**src/rtl/lut_xform_pkg.sv**
```systemverilog
package lut_xform_pkg;
  // which storage feeds the registered read
  typedef enum logic [1:0] {
    SRC_TABLE = 2'd0,
    SRC_UPPER = 2'd1,
    SRC_LOWER = 2'd2
  } src_e;
endpackage

```
**src/rtl/lut_xform_prescale.sv**
```systemverilog
module lut_xform_prescale #(
  parameter int DATA_W    = 22,
  parameter int FIELD_W   = 8,
  parameter int SHIFT_W   = 5,
  parameter int MAX_SHIFT = 16
) (
  input  logic [DATA_W-1:0]  sample,
  input  logic [SHIFT_W-1:0] shift,
  input  logic               unsigned_mode,
  output logic [FIELD_W-1:0] field,
  output logic               over_sel,
  output logic               under_sel
);
  localparam int TOP_S_W = DATA_W - FIELD_W + 1;
  localparam int TOP_U_W = DATA_W - FIELD_W;

  logic [SHIFT_W-1:0]       sh_eff;
  logic signed [DATA_W-1:0] shifted;
  logic [TOP_S_W-1:0]       top_s;
  logic [TOP_U_W-1:0]       top_u;
  logic                     sel_err;

  always_comb begin
    sh_eff  = (shift > SHIFT_W'(MAX_SHIFT)) ? SHIFT_W'(MAX_SHIFT) : shift;
    shifted = $signed(sample) >>> sh_eff;
    field   = shifted[FIELD_W-1:0];
    top_s   = shifted[DATA_W-1:FIELD_W-1];
    top_u   = shifted[DATA_W-1:FIELD_W];
    // signed rule: window msb and everything above must agree
    // unsigned rule: everything above the window must be zero
    sel_err   = unsigned_mode ? (|top_u) : !((&top_s) || !(|top_s));
    over_sel  = sel_err && !sample[DATA_W-1];
    under_sel = sel_err &&  sample[DATA_W-1];
  end
endmodule

```
**src/rtl/lut_xform_steer.sv**
```systemverilog
module lut_xform_steer
  import lut_xform_pkg::*;
#(
  parameter int FIELD_W = 8,
  parameter int IDX_W   = 6,
  parameter int BSEL_W  = 2
) (
  input  logic [FIELD_W-1:0] field,
  input  logic               pos_ovf,
  input  logic               neg_ovf,
  input  logic               over_sel,
  input  logic               under_sel,
  output src_e               src,
  output logic [IDX_W-1:0]   word_idx,
  output logic [BSEL_W-1:0]  byte_idx
);
  always_comb begin
    word_idx = field[FIELD_W-1:BSEL_W];
    // caller flags outrank select errors; positive outranks negative
    if (pos_ovf)        src = SRC_UPPER;
    else if (neg_ovf)   src = SRC_LOWER;
    else if (over_sel)  src = SRC_UPPER;
    else if (under_sel) src = SRC_LOWER;
    else                src = SRC_TABLE;
    byte_idx = (src == SRC_TABLE) ? field[BSEL_W-1:0] : '1;
  end
endmodule

```
**src/rtl/lut_xform_table.sv**
```systemverilog
module lut_xform_table
  import lut_xform_pkg::*;
#(
  parameter int WORD_W  = 32,
  parameter int IDX_W   = 6,
  parameter int BSEL_W  = 2,
  parameter int HOST_AW = 7
) (
  input  logic               clk,
  input  logic               rst_n,
  input  logic               host_we,
  input  logic [HOST_AW-1:0] host_addr,
  input  logic [WORD_W-1:0]  host_wdata,
  input  logic               load,
  input  src_e               src,
  input  logic [IDX_W-1:0]   word_idx,
  input  logic [BSEL_W-1:0]  byte_idx,
  output logic [WORD_W-1:0]  word_q,
  output logic [7:0]         byte_q
);
  localparam int DEPTH    = 2 ** IDX_W;
  localparam int N_BYTES  = 2 ** BSEL_W;
  localparam int UP_ADDR  = DEPTH;
  localparam int LO_ADDR  = DEPTH + 1;

  logic [WORD_W-1:0] mem [DEPTH];
  logic [WORD_W-1:0] sat_up, sat_lo;
  logic [WORD_W-1:0] rd_word;
  logic [7:0]        lanes [N_BYTES];

  always_ff @(posedge clk or negedge rst_n) begin
    if (!rst_n) begin
      for (int i = 0; i < DEPTH; i++) mem[i] <= '0;
      sat_up <= '0;
      sat_lo <= '0;
    end else if (host_we) begin
      for (int i = 0; i < DEPTH; i++)
        if (host_addr == HOST_AW'(i)) mem[i] <= host_wdata;
      if (host_addr == HOST_AW'(UP_ADDR)) sat_up <= host_wdata;
      if (host_addr == HOST_AW'(LO_ADDR)) sat_lo <= host_wdata;
    end
  end

  always_comb begin
    case (src)
      SRC_UPPER: rd_word = sat_up;
      SRC_LOWER: rd_word = sat_lo;
      default:   rd_word = mem[word_idx];
    endcase
  end

  for (genvar b = 0; b < N_BYTES; b++) begin : g_lane
    assign lanes[b] = rd_word[8*b +: 8];
  end

  always_ff @(posedge clk or negedge rst_n) begin
    if (!rst_n) begin
      word_q <= '0;
      byte_q <= '0;
    end else if (load) begin
      word_q <= rd_word;
      byte_q <= lanes[byte_idx];
    end
  end
endmodule

```
**src/rtl/lut_xform.sv**
```systemverilog
module lut_xform
  import lut_xform_pkg::*;
#(
  parameter int DATA_W    = 22,
  parameter int FIELD_W   = 8,
  parameter int SHIFT_W   = 5,
  parameter int MAX_SHIFT = 16,
  parameter int WORD_W    = 32,
  parameter int BSEL_W    = 2,
  parameter int IDX_W     = FIELD_W - BSEL_W,
  parameter int HOST_AW   = IDX_W + 1
) (
  input  logic               clk,
  input  logic               rst_n,
  input  logic [SHIFT_W-1:0] cfg_shift,
  input  logic               cfg_unsigned,
  input  logic               in_valid,
  output logic               in_ready,
  input  logic [DATA_W-1:0]  in_sample,
  input  logic               in_pos_ovf,
  input  logic               in_neg_ovf,
  output logic               out_valid,
  input  logic               out_ready,
  output logic [WORD_W-1:0]  out_word,
  output logic [7:0]         out_byte,
  input  logic               host_we,
  input  logic [HOST_AW-1:0] host_addr,
  input  logic [WORD_W-1:0]  host_wdata
);
  logic [FIELD_W-1:0] field;
  logic               over_sel, under_sel;
  src_e               src;
  logic [IDX_W-1:0]   word_idx;
  logic [BSEL_W-1:0]  byte_idx;
  logic               accept;

  assign in_ready = !out_valid || out_ready;
  assign accept   = in_valid && in_ready;

  lut_xform_prescale #(
    .DATA_W(DATA_W), .FIELD_W(FIELD_W), .SHIFT_W(SHIFT_W), .MAX_SHIFT(MAX_SHIFT)
  ) u_pre (
    .sample(in_sample), .shift(cfg_shift), .unsigned_mode(cfg_unsigned),
    .field(field), .over_sel(over_sel), .under_sel(under_sel)
  );

  lut_xform_steer #(
    .FIELD_W(FIELD_W), .IDX_W(IDX_W), .BSEL_W(BSEL_W)
  ) u_steer (
    .field(field), .pos_ovf(in_pos_ovf), .neg_ovf(in_neg_ovf),
    .over_sel(over_sel), .under_sel(under_sel),
    .src(src), .word_idx(word_idx), .byte_idx(byte_idx)
  );

  lut_xform_table #(
    .WORD_W(WORD_W), .IDX_W(IDX_W), .BSEL_W(BSEL_W), .HOST_AW(HOST_AW)
  ) u_tab (
    .clk(clk), .rst_n(rst_n),
    .host_we(host_we), .host_addr(host_addr), .host_wdata(host_wdata),
    .load(accept), .src(src), .word_idx(word_idx), .byte_idx(byte_idx),
    .word_q(out_word), .byte_q(out_byte)
  );

  always_ff @(posedge clk or negedge rst_n) begin
    if (!rst_n)         out_valid <= 1'b0;
    else if (accept)    out_valid <= 1'b1;
    else if (out_ready) out_valid <= 1'b0;
  end
endmodule

```
**config.mk**
```make
export PLATFORM = sky130hd
export DESIGN_NAME = lut_xform
export DESIGN_NICKNAME = d
export VERILOG_FILES = /design/src/rtl/lut_xform_pkg.sv /design/src/rtl/lut_xform_prescale.sv /design/src/rtl/lut_xform_steer.sv /design/src/rtl/lut_xform_table.sv /design/src/rtl/lut_xform.sv
export SDC_FILE = /design/constraint.sdc
export NUM_CORES = 2
export LEC_CHECK = 0
export ABC_AREA = 1
export BUFFER_PORTS_ARGS = -buffer_cell sky130_fd_sc_hd__buf_2
export CORE_AREA = 2 2 498 500
export DETAILED_ROUTE_END_ITERATION = 8
export DIE_AREA = 0 0 500 502
export PLACE_DENSITY_LB_ADDON = 0.2
export SLEW_MARGIN = 25
export SYNTH_ARGS = -nofsm -noshare
export SYNTH_HDL_FRONTEND = slang
export SYNTH_HIERARCHICAL = 1
export SYNTH_SLANG_ARGS = --single-unit
```
**constraint.sdc**
```tcl
create_clock -name clk -period 1.9 [get_ports clk]
set_clock_uncertainty 0.2 [all_clocks]
set_input_delay 0.38 -clock clk [delete_from_list [all_inputs] [get_ports clk]]
set_output_delay 0.38 -clock clk [all_outputs]
set_load 0.005 [all_outputs]
```
# --- After elaboration in Yosys (flattened, before gate mapping) ---
# Index checks and enable logic that the tools add are counted.
totals:
  register_bits: 2153
  input_bits: 74
op_classes:
  n_lt_le_gt_ge: 3
  eq_ne: 67
  shift: 1
  n_mux: 16
  bitwise_logic: 2
  reduce_logical: 81
op_table:
  columns: ["op", "count"]
  rows:
  - ["7-bit by 6-bit == test with 1-bit output, second input constant", 32]
  - ["32-bit binary-select mux with 6-bit select", 1]
  - ["2-bit AND reduction", 66]
  - ["7-bit by 5-bit == test with 1-bit output, second input constant", 16]
  - ["32-bit 2-to-1 mux", 2]
  - ["32-bit one-hot mux with 2 select lines", 1]
  - ["7-bit by 4-bit == test with 1-bit output, second input constant", 8]
  - ["7-bit by 3-bit == test with 1-bit output, second input constant", 4]
  - ["22-bit by 5-bit >>> shifter with 22-bit output", 1]
  - ["8-bit binary-select mux with 2-bit select", 1]
  - ["8-bit 2-to-1 mux", 2]
  - ["15-bit AND reduction", 1]
  - ["15-bit OR reduction", 1]
  - ["7-bit by 2-bit == test with 1-bit output, second input constant", 2]
  - ["7-bit == test, second input constant", 2]
  - ["14-bit OR reduction", 1]
  - ["2-bit 2-to-1 mux", 5]
  - ["7-bit by 1-bit == test with 1-bit output, second input constant", 1]
  - ["7-bit greater-or-equal comparator, second input constant", 1]
  - ["7-bit zero test", 1]
  - ["6-bit inverter with 7-bit output", 1]
  - ["5-bit greater-than comparator, second input constant", 1]
  - ["5-bit 2-to-1 mux", 1]
  - ["1-bit zero test", 4]
  - ["9 further kinds", 14]

# --- Logic depth before layout (Yosys ltp) ---
logic_depth:
  ltp_word: 19
  ltp_mapped: 33
  ltp_nobuf: 32

# --- Cells and area by module ---
# Netlist, hierarchy kept.
by_module_without_submodules:
  columns: ["module", "instances", "cells_per_inst", "area_each_um2", "seq_area_each_um2"]
  rows:
  - ["lut_xform_table", 1, 11890, 96358.7, 53851.6]
  - ["lut_xform_prescale", 1, 283, 1367.6, 0.0]
  - ["lut_xform_steer", 1, 16, 92.6, 0.0]
  - ["lut_xform", 1, 6, 45.0, 25.0]

# --- Least setup slack after synthesis ---
# Ideal clock, no wire load.
synth_timing:
  path_type: "input to register"
  from: "input cfg_shift[2]"
  to: "register u_tab.byte_q[1]"
  setup_time_ps: 65
  arrival_ps: 3185
  required_time_ps: 1635
  path_slack_ps: -1550
  stages: 31
  path_buffers: 4
  cell_sequence: "nor2_1 -> nand2_2 -> nand2_4 -> buf_8 -> buf_8 -> nand3_2 -> nand3_1 -> nand3_1 -> nand3_1 -> nand2_1 -> nor2_1 -> nand2_1 -> nor2_2 -> nand3_1 -> nand2_1 -> nand2_1 -> nand2_1 -> nor2_1 -> nand2_2 -> nand2_2 -> nor2_1 -> ha_1 -> clkbuf_1 -> inv_1 -> clkbuf_1 -> nand2_1 -> nand3_1 -> nand3_1 -> nand2_1 -> nand2_1 -> nand2_1"
synth_via:
  elab_cells_between_ends: 29
  cone_classes: "order compare: 1; eq/ne: 2; shift: 1; mux: 14; bitwise: 2; reduce/logical: 9"
synth_rtl:
  columns: ["item", "line", "text"]
  rows:
  - ["start, declared", "lut_xform.sv:15", "input logic [SHIFT_W-1:0] cfg_shift,"]
  - ["5-bit greater-than comparator", "lut_xform_prescale.sv:24", "sh_eff = (shift > SHIFT_W'(MAX_SHIFT)) ? SHIFT_W'(MAX_SHIFT) : shift;"]
  - ["5-bit 2-to-1 mux *", "lut_xform_prescale.sv:24", null]
  - ["22-bit by 5-bit >>> shifter with 22-bit output *", "lut_xform_prescale.sv:25", "shifted = $signed(sample) >>> sh_eff;"]
  - ["15-bit OR reduction", "lut_xform_prescale.sv:31", "sel_err = unsigned_mode ? (|top_u) : !((&top_s) || !(|top_s));"]
  - ["1-bit zero test", "lut_xform_prescale.sv:31", null]
  - ["1-bit logical OR", "lut_xform_prescale.sv:31", null]
  - ["1-bit zero test", "lut_xform_prescale.sv:31", null]
  - ["1-bit 2-to-1 mux *", "lut_xform_prescale.sv:31", null]
  - ["1-bit logical AND *", "lut_xform_prescale.sv:32", "over_sel = sel_err && !sample[DATA_W-1];"]
  - ["via over_sel", "lut_xform.sv:31", "logic over_sel, under_sel;"]
  - ["2-bit 2-to-1 mux *", "lut_xform_steer.sv:22", "else if (over_sel) src = SRC_UPPER;"]
  - ["2-bit 2-to-1 mux *", "lut_xform_steer.sv:21", "else if (neg_ovf) src = SRC_LOWER;"]
  - ["2-bit 2-to-1 mux *", "lut_xform_steer.sv:20", "if (pos_ovf) src = SRC_UPPER;"]
  - ["via src[0]", "lut_xform.sv:32", "src_e src;"]
  - ["branches (longest 3 deep; another with 32-bit one-hot mux with 2 select lines)", null, null]
  - ["8-bit binary-select mux with 2-bit select *", "lut_xform_table.sv:62", "byte_q <= lanes[byte_idx];"]
  - ["8-bit 2-to-1 mux (not written as such) * (2 in series)", "lut_xform_table.sv:62", null]
  - ["end signal, assigned", "lut_xform_table.sv:62", null]
  - ["end, declared", "lut_xform_table.sv:19", "output logic [7:0] byte_q"]
# Mark *: on every way through the listed nets, which the timed path passes. The select of a mux whose other input is x is not followed.
# A chain may end at the register's enable or synchronous reset.

# --- Worst setup path after layout ---
layout_timing:
  from: "input cfg_shift[3]"
  to: "register u_tab.byte_q[4]"
layout_via:
  elab_cells_between_ends: 29
  cone_classes: "order compare: 1; eq/ne: 2; shift: 1; mux: 14; bitwise: 2; reduce/logical: 9"
layout_rtl:
  columns: ["item", "line", "text"]
  rows:
  - ["5-bit greater-than comparator", "lut_xform_prescale.sv:24", null]
  - ["5-bit 2-to-1 mux *", "lut_xform_prescale.sv:24", null]
  - ["22-bit by 5-bit >>> shifter with 22-bit output *", "lut_xform_prescale.sv:25", null]
  - ["via field[3]", "lut_xform.sv:30", "logic [FIELD_W-1:0] field;"]
  - ["6-bit inverter with 7-bit output (not written as such) *", "lut_xform_table.sv:48", "default: rd_word = mem[word_idx];"]
  - ["32-bit binary-select mux with 6-bit select *", "lut_xform_table.sv:48", null]
  - ["32-bit 2-to-1 mux (not written as such) * (2 in series)", "lut_xform_table.sv:48", null]
  - ["32-bit one-hot mux with 2 select lines *", "lut_xform_table.sv:45", "case (src)"]
  - ["8-bit binary-select mux with 2-bit select *", "lut_xform_table.sv:62", null]
  - ["8-bit 2-to-1 mux (not written as such) * (2 in series)", "lut_xform_table.sv:62", null]
# The timed path passes the listed nets; every way through them passes the cells marked *. The select of a mux whose other input is x is not followed.

==> impl_metrics.csv <==
group,metric,value,unit
setup_path,critPathSlowestCell,"buf_12",
clocking,cts_sinks,2153,
setup_path,endpoint_kind,"flip-flop",
power,p_leak,0.0563,uW
logic_synthesis,synth_cell_types,30,
timing,finalHoldViolCount,0,
power,power,126000,uW
grt,antenna_found_initial,20,
outcome,outcome,"finished, violations left",
logic_synthesis,yosysWarnings,6,
timing,slew_headroom,0.604,
setup_path,cpPeakStageDelay,0.19,ns
floorplanning,initial_core_util,0.399,
place,port_buffers,115,
timing,drv_slew,0,
routing,route.detailed.wl_per_inst,23.7,um
floorplanning,fp.dieH,502,um
floorplanning,die_w,500,um
grt,track_usage,0.300,
logic_synthesis,synth_top_area_frac,0.551,
clocking,insertion_delay,0.90,ns
timing,rsz0062_at_grt,"yes",
timing,worst_pin_slew,0.593,ns
routing,drc,0,
grt,grt_max_degree,77,
grt,grt_pass1_vias,88300,
setup_path,critPathLaunchType,"input port",
logic_synthesis,yosysSeqAreaShare,0.551,
power,pwr-share-clk,0.377,
hold_path,hold_path.class,"input port to flip-flop",
power,netSwitchingFraction,0.302,
place,dp_hpwl,237,mm
finish,nets,12700,
routing,ant_nets,0,
run,maxCapViolCount,0,
logic_synthesis,yosysTopAreaCell,"dfrtp_1",
floorplanning,core_area,0.245,mm^2
place,dp.cells,15500,
logic_synthesis,synth-async-reset-ratio,1.00,
logic_synthesis,synth.most_common_cell,"nand2_1",
clocking,cts.clk_slew.worst_paths,0.06,ns
clocking,root_buffer,"clkbuf_16",
power,p_seq_frac,0.413,
setup_path,worstSetupPathType,"input port to flip-flop",
power,power_density,1020,mW/mm^2
outcome,failed_checks,"negative setup slack",
timing,min_period,3.32,ns
logic_synthesis,synthFlopType,"dfrtp_1",
finish,syn2layout_area_growth,26.5,%
timing,final.setup.worst_slack,-1.42,ns
routing,drt-initial-drc-count,10500,
routing,via_per_inst,5.64,
logic_synthesis,ys_seq_elements,2153,
logic_synthesis,syn_avg_cell_area,8.02,um^2
floorplanning,die-area,0.251,mm^2
grt,grt_pass1_wl,574,mm
logic_synthesis,ys_top_cells_by_count,"4,378 x nand2_1, 2,163 x nand3_1, 2,153 x dfrtp_1",
timing,holdWs,0.0735,ns
timing,fmax,0.302,GHz
routing,drtPass1Iterations,6,
routing,via_count,90600,
setup_path,crit_family,"simple AND/OR/NAND/NOR gates",
floorplanning,io_pins,116,
clocking,htree_levels,4,
power,vdd_drop_max,1.06,mV
finish,stdcell_count,16100,
clocking,clockBufferDepth,3,
logic_synthesis,syn_area,0.0979,mm^2
floorplanning,num_rows,182,
power,comb_power_share,0.211,
clocking,cts_buffers,231,
setup_path,crit_buf_inv,13,
setup_path,crit_required,2.52,ns
logic_synthesis,synth_area_leaders,"dfrtp_1 55%, nand2_1 17%, nand3_1 11%",
logic_synthesis,syn_nets,12300,
finish,drive_above_1_share,0.176,
setup_path,cp_max_fo,7,
routing,wl,381,mm
place,routabilityCongestion,0.918,
finish,final_util,0.505,
power,p_int,87900,uW
power,power_switching,38000,uW
timing,layout_worst_path_cycle_share,1.74,
clocking,tritoncts,"yes",
logic_synthesis,syn_inst,12200,
timing,tns,-57.30,ns
logic_synthesis,synth-edff-count,0,
setup_path,crit_arrival,3.94,ns
timing,finalSetupViolCount,84,
grt,gr-total-overflow,0,
==> repair_timing <==
item / in CTS / in global routing
hold endpoints to repair: 4180 / 0
setup buffers: 43 / 18
setup endpoints to repair: 82 / 92
hold buffers: 44 / 0
cloned: 22 / 9
gates resized for setup: 462 / 238
pin swaps: 60 / 59
==> stage by stage <==
stage,setup WS [ns],cell area [um^2]
after global routing,-1.53,124000
final,-1.42,124000
after global placement,-3.28,111000
after floorplan,-1.36,98500
after CTS,-1.35,122000
after detailed placement,-3.19,111000
==> per-layer routing <==
layer  vias to the layer above  wire, um  track usage
li1                      41300         -            -
met1                     44800    163000        0.415
met2                      3803    172000        0.469
met3                       711     30300       0.0502
met4                         4     15900        0.119
met5                         -        19            0
==> registers in the layout, summed over array words and instances, names as in the netlist <==
name          flops
out_valid         1
u_tab/byte_q      8
u_tab/mem      2048
u_tab/sat_lo     32
u_tab/sat_up     32
u_tab/word_q     32
==> logic make-up after synthesis <==
group | after synthesis | synth area share
buffers and inverters | 1206 | 0.0515
flip-flops | 2153 | 0.551
AO/OA/AOI/OAI | 2199 | 0.114
adder cells (fa/ha/maj) | 2 | 0.000256
AND/OR/NAND/NOR | 6634 | 0.283
multiplexers | 1 | 0.000115
==> worst paths after layout <==
kind	from	endpoint	slack, ns	cells past startpoint
worst max-delay path	cfg_shift[3]	u_tab/byte_q[4]	-1.42	33
worst min-delay path	host_addr[3]	u_tab/mem[1847]	0.07	7
worst max register to register	u_tab/mem[320]	u_tab/byte_q[0]	-0.22	13
worst min register to register	u_tab/mem[466]	u_tab/mem[466]	0.28	2
max in group asynchronous	rst_n	u_tab/mem[1366]	0.22	6
min in group asynchronous	rst_n	u_tab/mem[217]	0.53	4
==> cell type report <==
| type | instances | area (um^2) |
|---|---|---|
| Fill cell | 23000 | 121000 |
| Tap cell | 3220 | 4030 |
| Clock buffer | 340 | 6860 |
| Multi-Input combinational cell | 8837 | 41900 |
| Clock inverter | 81 | 1120 |
| Timing Repair inverter | 3 | 66.3 |
| Antenna cell | 8 | 20.0 |
| Inverter | 86 | 400 |
| Sequential cell | 2153 | 53900 |
| Timing Repair Buffer | 1341 | 15400 |
==> power by group through the flow <==
stage | Sequential (uW) | Clock [uW] | Combinational, uW
floorplan | 52000 | 0 | 11800
global placement | 52600 | 0 | 22900
detailed placement | 52700 | 0 | 23100
CTS | 51900 | 48200 | 25400
global route | 52400 | 50200 | 28500
finish | 51900 | 47500 | 26500
==> worst min-delay path, delay by kind of cell <==
family | cells | cell delay (ns)
simple gates | 3 | 0.33
compound gates | 1 | 0.06
buf+inv | 3 | 0.36
==> cell usage in the layout, fill, tap and decap left out, types with 8 or more instances in the layout <==
master / n
o21ai_1: 131
a22o_1: 32
nand3_4: 76
dfrtp_2: 13
nand2_1: 4290
o211ai_1: 9
nand3_2: 331
bufinv_16: 22
buf_4: 717
clkbuf_1: 44
buf_16: 31
clkbuf_8: 63
buf_8: 14
clkbuf_16: 241
nand3_1: 1763
a31oi_1: 28
buf_12: 328
inv_2: 37
bufbuf_16: 8
o21ai_0: 1990
nand2_2: 89
buf_2: 98
clkinv_2: 43
diode_2: 8
inv_1: 42
buf_6: 92
nor2_1: 55
dfrtp_1: 2140
dlygate4sd3_1: 43
(Power assumes the default switching activity.)
